===== config.mk =====
export PLATFORM = sky130hd
export DESIGN_NAME = sio_port
export DESIGN_NICKNAME = d
export VERILOG_FILES = /design/src/rtl/sio_pkg.sv /design/src/rtl/sio_fifo.sv /design/src/rtl/sio_tx.sv /design/src/rtl/sio_rx.sv /design/src/rtl/sio_port.sv
export SDC_FILE = /design/constraint.sdc
export NUM_CORES = 1
export LEC_CHECK = 0
export BUFFER_PORTS_ARGS = -buffer_cell sky130_fd_sc_hd__buf_2
export CAP_MARGIN = 10
export CELL_PAD_IN_SITES_DETAIL_PLACEMENT = 0
export CELL_PAD_IN_SITES_GLOBAL_PLACEMENT = 1
export CORE_ASPECT_RATIO = 0.9
export CORE_MARGIN = 10
export CORE_UTILIZATION = 52
export DETAILED_ROUTE_END_ITERATION = 8
export PLACE_DENSITY = 0.79
export SYNTH_ARGS = -nofsm -noshare
export SYNTH_HDL_FRONTEND = slang
export SYNTH_HIERARCHICAL = 1
export SYNTH_SLANG_ARGS = --single-unit

===== constraint.sdc =====
create_clock -name clk -period 3.9 [get_ports clk]
set_input_delay 0.78 -clock clk [delete_from_list [all_inputs] [get_ports clk]]
set_output_delay 0.78 -clock clk [all_outputs]
set_load 0.005 [all_outputs]

===== src/rtl/sio_pkg.sv =====
`timescale 1ns/1ps
package sio_pkg;
    // Register offsets (software decodes these)
    localparam logic [6:0] ADR_CFG  = 7'h00;
    localparam logic [6:0] ADR_STAT = 7'h10;
    localparam logic [6:0] ADR_TXD  = 7'h20;
    localparam logic [6:0] ADR_RXD  = 7'h30;
    localparam logic [6:0] ADR_DIV  = 7'h40;

    localparam int CHAR_W = 8;
    localparam int TICKS_PER_BIT = 16;

    // Shared frame phase encoding for both directions
    typedef enum logic [2:0] {
        PH_IDLE  = 3'd0,
        PH_START = 3'd1,
        PH_DATA  = 3'd2,
        PH_PAR   = 3'd3,
        PH_STOP  = 3'd4
    } phase_e;
endpackage


===== src/rtl/sio_fifo.sv =====
`timescale 1ns/1ps
module sio_fifo #(
    parameter int W     = 8,
    parameter int DEPTH = 8
) (
    input  logic                       clk,
    input  logic                       rst_n,
    input  logic                       flush,
    input  logic                       push,
    input  logic [W-1:0]               din,
    input  logic                       pop,
    output logic [W-1:0]               dout,
    output logic [$clog2(DEPTH):0]     count,
    output logic                       full,
    output logic                       empty
);
    localparam int AW = $clog2(DEPTH);
    localparam int CW = AW + 1;

    typedef struct packed {
        logic [DEPTH-1:0][W-1:0] mem;
        logic [AW-1:0]           wp;
        logic [AW-1:0]           rp;
        logic [CW-1:0]           cnt;
    } fifo_t;

    fifo_t f_d, f_q;
    logic  do_push, do_pop;

    always_comb begin
        f_d     = f_q;
        do_push = push && !full;
        do_pop  = pop && !empty;
        if (do_push) begin
            f_d.mem[f_q.wp] = din;
            f_d.wp = (f_q.wp == AW'(DEPTH - 1)) ? '0 : f_q.wp + 1'b1;
        end
        if (do_pop) begin
            f_d.rp = (f_q.rp == AW'(DEPTH - 1)) ? '0 : f_q.rp + 1'b1;
        end
        f_d.cnt = f_q.cnt + CW'(do_push) - CW'(do_pop);
        if (flush) begin
            f_d.wp  = '0;
            f_d.rp  = '0;
            f_d.cnt = '0;
        end
    end

    always_ff @(posedge clk or negedge rst_n) begin
        if (!rst_n) f_q <= '0;
        else        f_q <= f_d;
    end

    assign dout  = f_q.mem[f_q.rp];
    assign count = f_q.cnt;
    assign full  = (f_q.cnt == CW'(DEPTH));
    assign empty = (f_q.cnt == '0);
endmodule


===== src/rtl/sio_tx.sv =====
`timescale 1ns/1ps
module sio_tx
    import sio_pkg::*;
(
    input  logic              clk,
    input  logic              rst_n,
    input  logic              run,
    input  logic              tick,
    input  logic              two_stop,
    input  logic [1:0]        par_mode,
    input  logic              has_data,
    input  logic [CHAR_W-1:0] data,
    input  logic              brk,
    output logic              pop,
    output logic              line,
    output logic              busy
);
    localparam logic [3:0] LAST_TICK = 4'(TICKS_PER_BIT - 1);

    typedef struct packed {
        phase_e            ph;
        logic [3:0]        sub;
        logic [2:0]        bitn;
        logic [CHAR_W-1:0] sh;
        logic              pbit;
    } tx_t;

    tx_t t_d, t_q;
    logic raw;

    always_comb begin
        t_d = t_q;
        pop = 1'b0;
        if (!run) begin
            t_d = '0;
        end else if (tick) begin
            if (t_q.ph == PH_IDLE) begin
                if (has_data) begin
                    pop      = 1'b1;
                    t_d.sh   = data;
                    t_d.pbit = (^data) ^ par_mode[1];
                    t_d.ph   = PH_START;
                    t_d.sub  = '0;
                    t_d.bitn = '0;
                end
            end else begin
                t_d.sub = t_q.sub + 4'd1;
                if (t_q.sub == LAST_TICK) begin
                    case (t_q.ph)
                        PH_START: t_d.ph = PH_DATA;
                        PH_DATA: begin
                            t_d.sh   = t_q.sh >> 1;
                            t_d.bitn = t_q.bitn + 3'd1;
                            if (t_q.bitn == 3'd7)
                                t_d.ph = (par_mode != 2'b00) ? PH_PAR : PH_STOP;
                        end
                        PH_PAR: t_d.ph = PH_STOP;
                        default: begin
                            if (two_stop && t_q.bitn == 3'd0) t_d.bitn = 3'd1;
                            else                             t_d.ph   = PH_IDLE;
                        end
                    endcase
                end
            end
        end
    end

    always_comb begin
        case (t_q.ph)
            PH_START: raw = 1'b0;
            PH_DATA:  raw = t_q.sh[0];
            PH_PAR:   raw = t_q.pbit;
            default:  raw = 1'b1;
        endcase
    end

    always_ff @(posedge clk or negedge rst_n) begin
        if (!rst_n) t_q <= '0;
        else        t_q <= t_d;
    end

    assign line = brk ? 1'b0 : raw;
    assign busy = (t_q.ph != PH_IDLE);
endmodule


===== src/rtl/sio_rx.sv =====
`timescale 1ns/1ps
module sio_rx
    import sio_pkg::*;
(
    input  logic              clk,
    input  logic              rst_n,
    input  logic              run,
    input  logic              tick,
    input  logic              line,
    input  logic [1:0]        par_mode,
    output logic              push,
    output logic [CHAR_W-1:0] data,
    output logic              perr,
    output logic              ferr,
    output logic              idle
);
    localparam logic [3:0] LAST_TICK = 4'(TICKS_PER_BIT - 1);
    localparam logic [3:0] MID_TICK  = 4'(TICKS_PER_BIT / 2 - 1);

    typedef struct packed {
        logic              s1;
        logic              s2;
        logic              armed;
        phase_e            ph;
        logic [3:0]        sub;
        logic [2:0]        bitn;
        logic [CHAR_W-1:0] sh;
        logic              perr;
    } rx_t;

    rx_t r_d, r_q;
    logic ln;

    assign ln = r_q.s2;

    always_comb begin
        r_d    = r_q;
        r_d.s1 = line;
        r_d.s2 = r_q.s1;
        push   = 1'b0;
        if (!run) begin
            r_d.ph    = PH_IDLE;
            r_d.sub   = '0;
            r_d.bitn  = '0;
            r_d.armed = 1'b0;
        end else if (tick) begin
            case (r_q.ph)
                PH_IDLE: begin
                    if (ln) r_d.armed = 1'b1;
                    else if (r_q.armed) begin
                        r_d.ph  = PH_START;
                        r_d.sub = '0;
                    end
                end
                PH_START: begin
                    r_d.sub = r_q.sub + 4'd1;
                    if (r_q.sub == MID_TICK) begin
                        if (!ln) begin
                            r_d.ph   = PH_DATA;
                            r_d.sub  = '0;
                            r_d.bitn = '0;
                            r_d.perr = 1'b0;
                        end else begin
                            r_d.ph = PH_IDLE;
                        end
                    end
                end
                default: begin
                    r_d.sub = r_q.sub + 4'd1;
                    if (r_q.sub == LAST_TICK) begin
                        case (r_q.ph)
                            PH_DATA: begin
                                r_d.sh   = {ln, r_q.sh[CHAR_W-1:1]};
                                r_d.bitn = r_q.bitn + 3'd1;
                                if (r_q.bitn == 3'd7)
                                    r_d.ph = (par_mode != 2'b00) ? PH_PAR : PH_STOP;
                            end
                            PH_PAR: begin
                                r_d.perr = ln ^ (^r_q.sh) ^ par_mode[1];
                                r_d.ph   = PH_STOP;
                            end
                            default: begin
                                push      = 1'b1;
                                r_d.ph    = PH_IDLE;
                                r_d.armed = 1'b0;
                            end
                        endcase
                    end
                end
            endcase
        end
    end

    always_ff @(posedge clk or negedge rst_n) begin
        if (!rst_n) r_q <= '{s1: 1'b1, s2: 1'b1, ph: PH_IDLE, default: '0};
        else        r_q <= r_d;
    end

    assign data = r_q.sh;
    assign perr = r_q.perr;
    assign ferr = !ln;
    assign idle = (r_q.ph == PH_IDLE);
endmodule


===== src/rtl/sio_port.sv =====
`timescale 1ns/1ps
module sio_port
    import sio_pkg::*;
#(
    parameter int DEPTH = 8,
    parameter int DIV_W = 16
) (
    input  logic        clk,
    input  logic        rst_n,
    input  logic        bus_en,
    input  logic        bus_we,
    input  logic [6:0]  bus_addr,
    input  logic [15:0] bus_wdata,
    output logic [15:0] bus_rdata,
    input  logic        rxd,
    output logic        txd,
    output logic        irq_fault,
    output logic        irq_rx,
    output logic        irq_tx
);
    localparam int CW   = $clog2(DEPTH) + 1;
    localparam int RX_W = CHAR_W + 2;
    localparam logic [CW-1:0] HALF = CW'(DEPTH / 2);
    localparam logic [CW-1:0] FULL = CW'(DEPTH);

    typedef struct packed {
        logic             on;
        logic             lpbk;
        logic [1:0]       par;
        logic             two_stop;
        logic [1:0]       txsel;
        logic             rxen;
        logic             brk;
        logic             txen;
        logic [1:0]       rxsel;
        logic             oerr;
        logic [DIV_W-1:0] div;
        logic [DIV_W-1:0] cnt;
    } regs_t;

    regs_t r_d, r_q;

    logic            tick, wr, rd, stat_wr, flush;
    logic            tx_pop, tx_full, tx_empty, tx_busy, tx_line, trmt;
    logic [CHAR_W-1:0] tx_head;
    logic [CW-1:0]   tx_cnt, rx_cnt;
    logic            rx_push, rx_perr, rx_ferr, rx_idle, rx_full, rx_empty, rx_pop;
    logic [CHAR_W-1:0] rx_char;
    logic [RX_W-1:0] rx_head;
    logic            head_perr, head_ferr, rx_line;
    logic [15:0]     stat_v;
    logic            unused_bits;

    assign wr      = bus_en && bus_we;
    assign rd      = bus_en && !bus_we;
    assign stat_wr = wr && (bus_addr == ADR_STAT);
    assign tick    = r_q.on && (r_q.cnt == r_q.div);
    assign rx_pop  = rd && (bus_addr == ADR_RXD);

    always_comb begin
        r_d   = r_q;
        flush = 1'b0;
        r_d.cnt = (!r_q.on || tick) ? '0 : r_q.cnt + 1'b1;
        if (wr) begin
            case (bus_addr)
                ADR_CFG: begin
                    r_d.on       = bus_wdata[15];
                    r_d.lpbk     = bus_wdata[6];
                    r_d.par      = bus_wdata[2:1];
                    r_d.two_stop = bus_wdata[0];
                end
                ADR_STAT: begin
                    r_d.txsel = bus_wdata[15:14];
                    r_d.rxen  = bus_wdata[12];
                    r_d.brk   = bus_wdata[11];
                    r_d.txen  = bus_wdata[10];
                    r_d.rxsel = bus_wdata[7:6];
                    if (!bus_wdata[1]) begin
                        flush    = r_q.oerr;
                        r_d.oerr = 1'b0;
                    end
                end
                ADR_DIV: begin
                    r_d.div = DIV_W'(bus_wdata);
                    r_d.cnt = '0;
                end
                default: ;
            endcase
        end
        if (rx_push && rx_full) r_d.oerr = 1'b1;
    end

    always_ff @(posedge clk or negedge rst_n) begin
        if (!rst_n) r_q <= '0;
        else        r_q <= r_d;
    end

    sio_fifo #(.W(CHAR_W), .DEPTH(DEPTH)) u_txq (
        .clk(clk), .rst_n(rst_n), .flush(1'b0),
        .push(wr && (bus_addr == ADR_TXD)), .din(bus_wdata[CHAR_W-1:0]),
        .pop(tx_pop), .dout(tx_head), .count(tx_cnt),
        .full(tx_full), .empty(tx_empty)
    );

    sio_tx u_tx (
        .clk(clk), .rst_n(rst_n), .run(r_q.on && r_q.txen), .tick(tick),
        .two_stop(r_q.two_stop), .par_mode(r_q.par),
        .has_data(!tx_empty), .data(tx_head), .brk(r_q.brk),
        .pop(tx_pop), .line(tx_line), .busy(tx_busy)
    );

    assign rx_line = r_q.lpbk ? tx_line : rxd;

    sio_rx u_rx (
        .clk(clk), .rst_n(rst_n), .run(r_q.on && r_q.rxen), .tick(tick),
        .line(rx_line), .par_mode(r_q.par),
        .push(rx_push), .data(rx_char), .perr(rx_perr), .ferr(rx_ferr),
        .idle(rx_idle)
    );

    sio_fifo #(.W(RX_W), .DEPTH(DEPTH)) u_rxq (
        .clk(clk), .rst_n(rst_n), .flush(flush),
        .push(rx_push), .din({rx_perr, rx_ferr, rx_char}),
        .pop(rx_pop), .dout(rx_head), .count(rx_cnt),
        .full(rx_full), .empty(rx_empty)
    );

    assign trmt      = tx_empty && !tx_busy;
    assign head_perr = !rx_empty && rx_head[RX_W-1];
    assign head_ferr = !rx_empty && rx_head[RX_W-2];

    assign stat_v = {r_q.txsel, 1'b0, r_q.rxen, r_q.brk, r_q.txen,
                     tx_full, trmt, r_q.rxsel, 1'b0, rx_idle,
                     head_perr, head_ferr, r_q.oerr, !rx_empty};

    always_comb begin
        case (bus_addr)
            ADR_CFG:  bus_rdata = {r_q.on, 8'h00, r_q.lpbk, 3'b000, r_q.par, r_q.two_stop};
            ADR_STAT: bus_rdata = stat_v;
            ADR_RXD:  bus_rdata = {8'h00, rx_head[CHAR_W-1:0]};
            ADR_DIV:  bus_rdata = 16'(r_q.div);
            default:  bus_rdata = 16'h0000;
        endcase
    end

    assign txd = r_q.on ? tx_line : 1'b1;

    always_comb begin
        case (r_q.rxsel)
            2'b00:   irq_rx = r_q.on && !rx_empty;
            2'b01:   irq_rx = r_q.on && (rx_cnt >= HALF);
            default: irq_rx = r_q.on && (rx_cnt == FULL);
        endcase
        case (r_q.txsel)
            2'b00:   irq_tx = r_q.on && r_q.txen && !tx_full;
            2'b01:   irq_tx = r_q.on && r_q.txen && trmt;
            default: irq_tx = r_q.on && r_q.txen && tx_empty;
        endcase
    end

    assign irq_fault = r_q.on && (r_q.oerr || head_perr || head_ferr);

    assign unused_bits = ^{bus_wdata[13], bus_wdata[9:2], bus_wdata[15:8]};
endmodule


==> impl_metrics.env <==
export IMPL_status="completed"
export IMPL_cts_max_level=1
export IMPL_power_density_nw_per_um2=372
export IMPL_hpwl_um=20500
export IMPL_yosysWarnings=6
export IMPL_cts_hold_buf=0
export IMPL_setup_viol=0
export IMPL_num_rows=54
export IMPL_relSlewSlack_pct=42.4
export IMPL_fin_crit_ns=3.66
export IMPL_drt_iter0_drc=533
export IMPL_portBuffers=47
export IMPL_finalMaxSlewViolations=0
export IMPL_routed_via_density=5.87
export IMPL_tightest_slew_ns=0.865
export IMPL_worstPathRequired_ns=3.12
export IMPL_numCtsBuffers=26
export IMPL_peakVddDrop_mv=0.278
export IMPL_final_layout_size_suffix_gt1_share_pct=37.9
export IMPL_ios=48
export IMPL_slowest_stage="o41ai_1"
export IMPL_grt_max_degree=103
export IMPL_num_vias=8278
export IMPL_first_pass_iters=4
export IMPL_startpoint_type="flop"
export IMPL_coreArea_um2=24500
export IMPL_wl_per_cell_um=21.3
export IMPL_clk_pin_slew_ns=0.06
export IMPL_cts_tree="done"
export IMPL_gr_total_overflow=0
export IMPL_cp_max_fo=6
export IMPL_grt_first_pass_wirelength_um=48600
export IMPL_leakagePower_nw=6.61
export IMPL_antenna_cells=0
export IMPL_hold_viol=0
export IMPL_syn2layout_area_growth_pct=10.9
export IMPL_fmax_mhz=273
export IMPL_start_util_pct=53.4
export IMPL_drv_cap=0
export IMPL_cp_top_family="compound AO/OA/AOI/OAI gates"
export IMPL_setup_tns_ns=0
export IMPL_fin_skew_ns=0.0135
export IMPL_fp_dieW_um=187
export IMPL_fin_nets=1116
export IMPL_rsz0062_at_grt="false"
export IMPL_first_global_vias=8507
export IMPL_cts_root_buf="clkbuf_16"
export IMPL_worstSetupPathType="flop to output port"
export IMPL_stdcell_count=1410
export IMPL_dp_cells=1366
export IMPL_synth_avg_cell_area_um2=13.0
export IMPL_grtUsageTotal_pct=18.9
export IMPL_endpoint_kind="output port"
export IMPL_crit_top_cell="inv_1"
export IMPL_hp_class="input port to asynchronous set/reset pin"
export IMPL_ant_nets=0
export IMPL_path_buf_inv=4
export IMPL_crit_chain="inv_1 > ha_1 > or3b_2 > inv_1 > inv_1 > o41ai_1 > buf_2"
export IMPL_syn_area_um2=13100
export IMPL_routed_wl_um=30100
export IMPL_drcViolationCount=0
export IMPL_die_area_um2=31900
export IMPL_clockBufferDepth=3
export IMPL_gp_congestion=0.828
export IMPL_clk_insertion_delay_late_ns=0.53
export IMPL_synthCells=1006
export IMPL_fin_crit_sh_pct=93.9
export IMPL_cpPeakStageDelay_ns=0.68
export IMPL_die_h_um=170
export IMPL_antenna_found_initial=0
export IMPL_cts_setup_buffers=0
export IMPL_crit_arrival_ns=2.88
export IMPL_clock_sinks=250
export IMPL_post_cts_resized=0
==> placed cells by master (no fill, tap or decap), drive strengths merged, types with 3 or more instances in the layout <==
master and n:
nor2b 12, and2 4, o21ai 29, nor2 40
inv 30, conb 3, nor4 11, nand4b 8
xnor2 37, or4 7, buf 80, ha 28
a21oi 33, nor4b 5, nand4 11, or3b 4
clkinvlp 4, and3 7, xor2 8, a211oi 9
dfrtp 248, a2bb2oi 4, clkinv 7, nand2 32
a22o 8, a32oi 3, or2 5, nor3b 4
mux2i 16, clkbuf 33, nor3 24, mux4 36
o31ai 5, nand2b 10, nand3 30, mux2 200
==> registers in the layout, indices dropped and copies added (netlist names) <==
register and cells:
u_rx/r_d 1, u_rx/data 8, u_rx/ln 1, u_rxq/count 4
u_rx/r_q 11, u_txq/count 4, u_rxq/f_q 86, u_tx/t_q 19
u_rx/perr 1, u_txq/f_q 70, r_q 45
==> metrics by stage <==
stage          setup slack (ns)  cell area, um2  utilization [%]  hold slack [ns]  power, mW
2_1_floorplan             0.298           13100                -            0.345       2.91
3_3_place_gp              0.464           13700             55.9            0.347       3.04
3_5_place_dp              0.460           13700             55.9            0.351       3.05
4_1_cts                   0.273           14500             59.2            0.333       5.44
5_1_grt                  0.0657           14500             59.2            0.357       5.59
6_report                  0.239           14500             59.2            0.280       5.38
==> report_power, final <==
group | switching (mW) | internal [mW] | total [mW]
clock | 1.02 | 1.36 | 2.38
combinational | 0.194 | 0.130 | 0.324
sequential | 0.0419 | 2.63 | 2.67
==> worst paths after layout <==
check / slack, ns / cells after the start / start / to
worst min-delay path: 0.28 / 1 / rst_n / u_rx/r_q[17]
max in group asynchronous: 2.56 / 2 / rst_n / u_rxq/f_q[31]
worst max register to register: 0.50 / 11 / r_q[29] / u_rxq/f_q[38]
worst max-delay path: 0.24 / 7 / u_txq/count[2] / bus_rdata[8]
worst min register to register: 0.36 / 0 / u_rx/r_d[20] / u_rx/ln
min in group clk: 0.36 / 0 / u_rx/r_d[20] / u_rx/ln
==> cell type report <==
class | instances | area, um2
repair buffers | 80 | 505
flip-flops and latches | 250 | 6260
clock inverters | 11 | 90.1
fillers | 1999 | 9980
well taps | 336 | 420
inverters | 31 | 129
multi-input cells | 669 | 6350
clock buffers | 33 | 718
==> per-layer routing <==
metal	vias to the layer above	track usage (%)	share of wire (%)
met5	-	0	0
met4	0	4.52	2.1
met3	40	3.41	4.4
met2	154	28.1	44
met1	4283	28.1	50
li1	3801	-	-
Note: power is estimated with default switching activity, not from simulation.
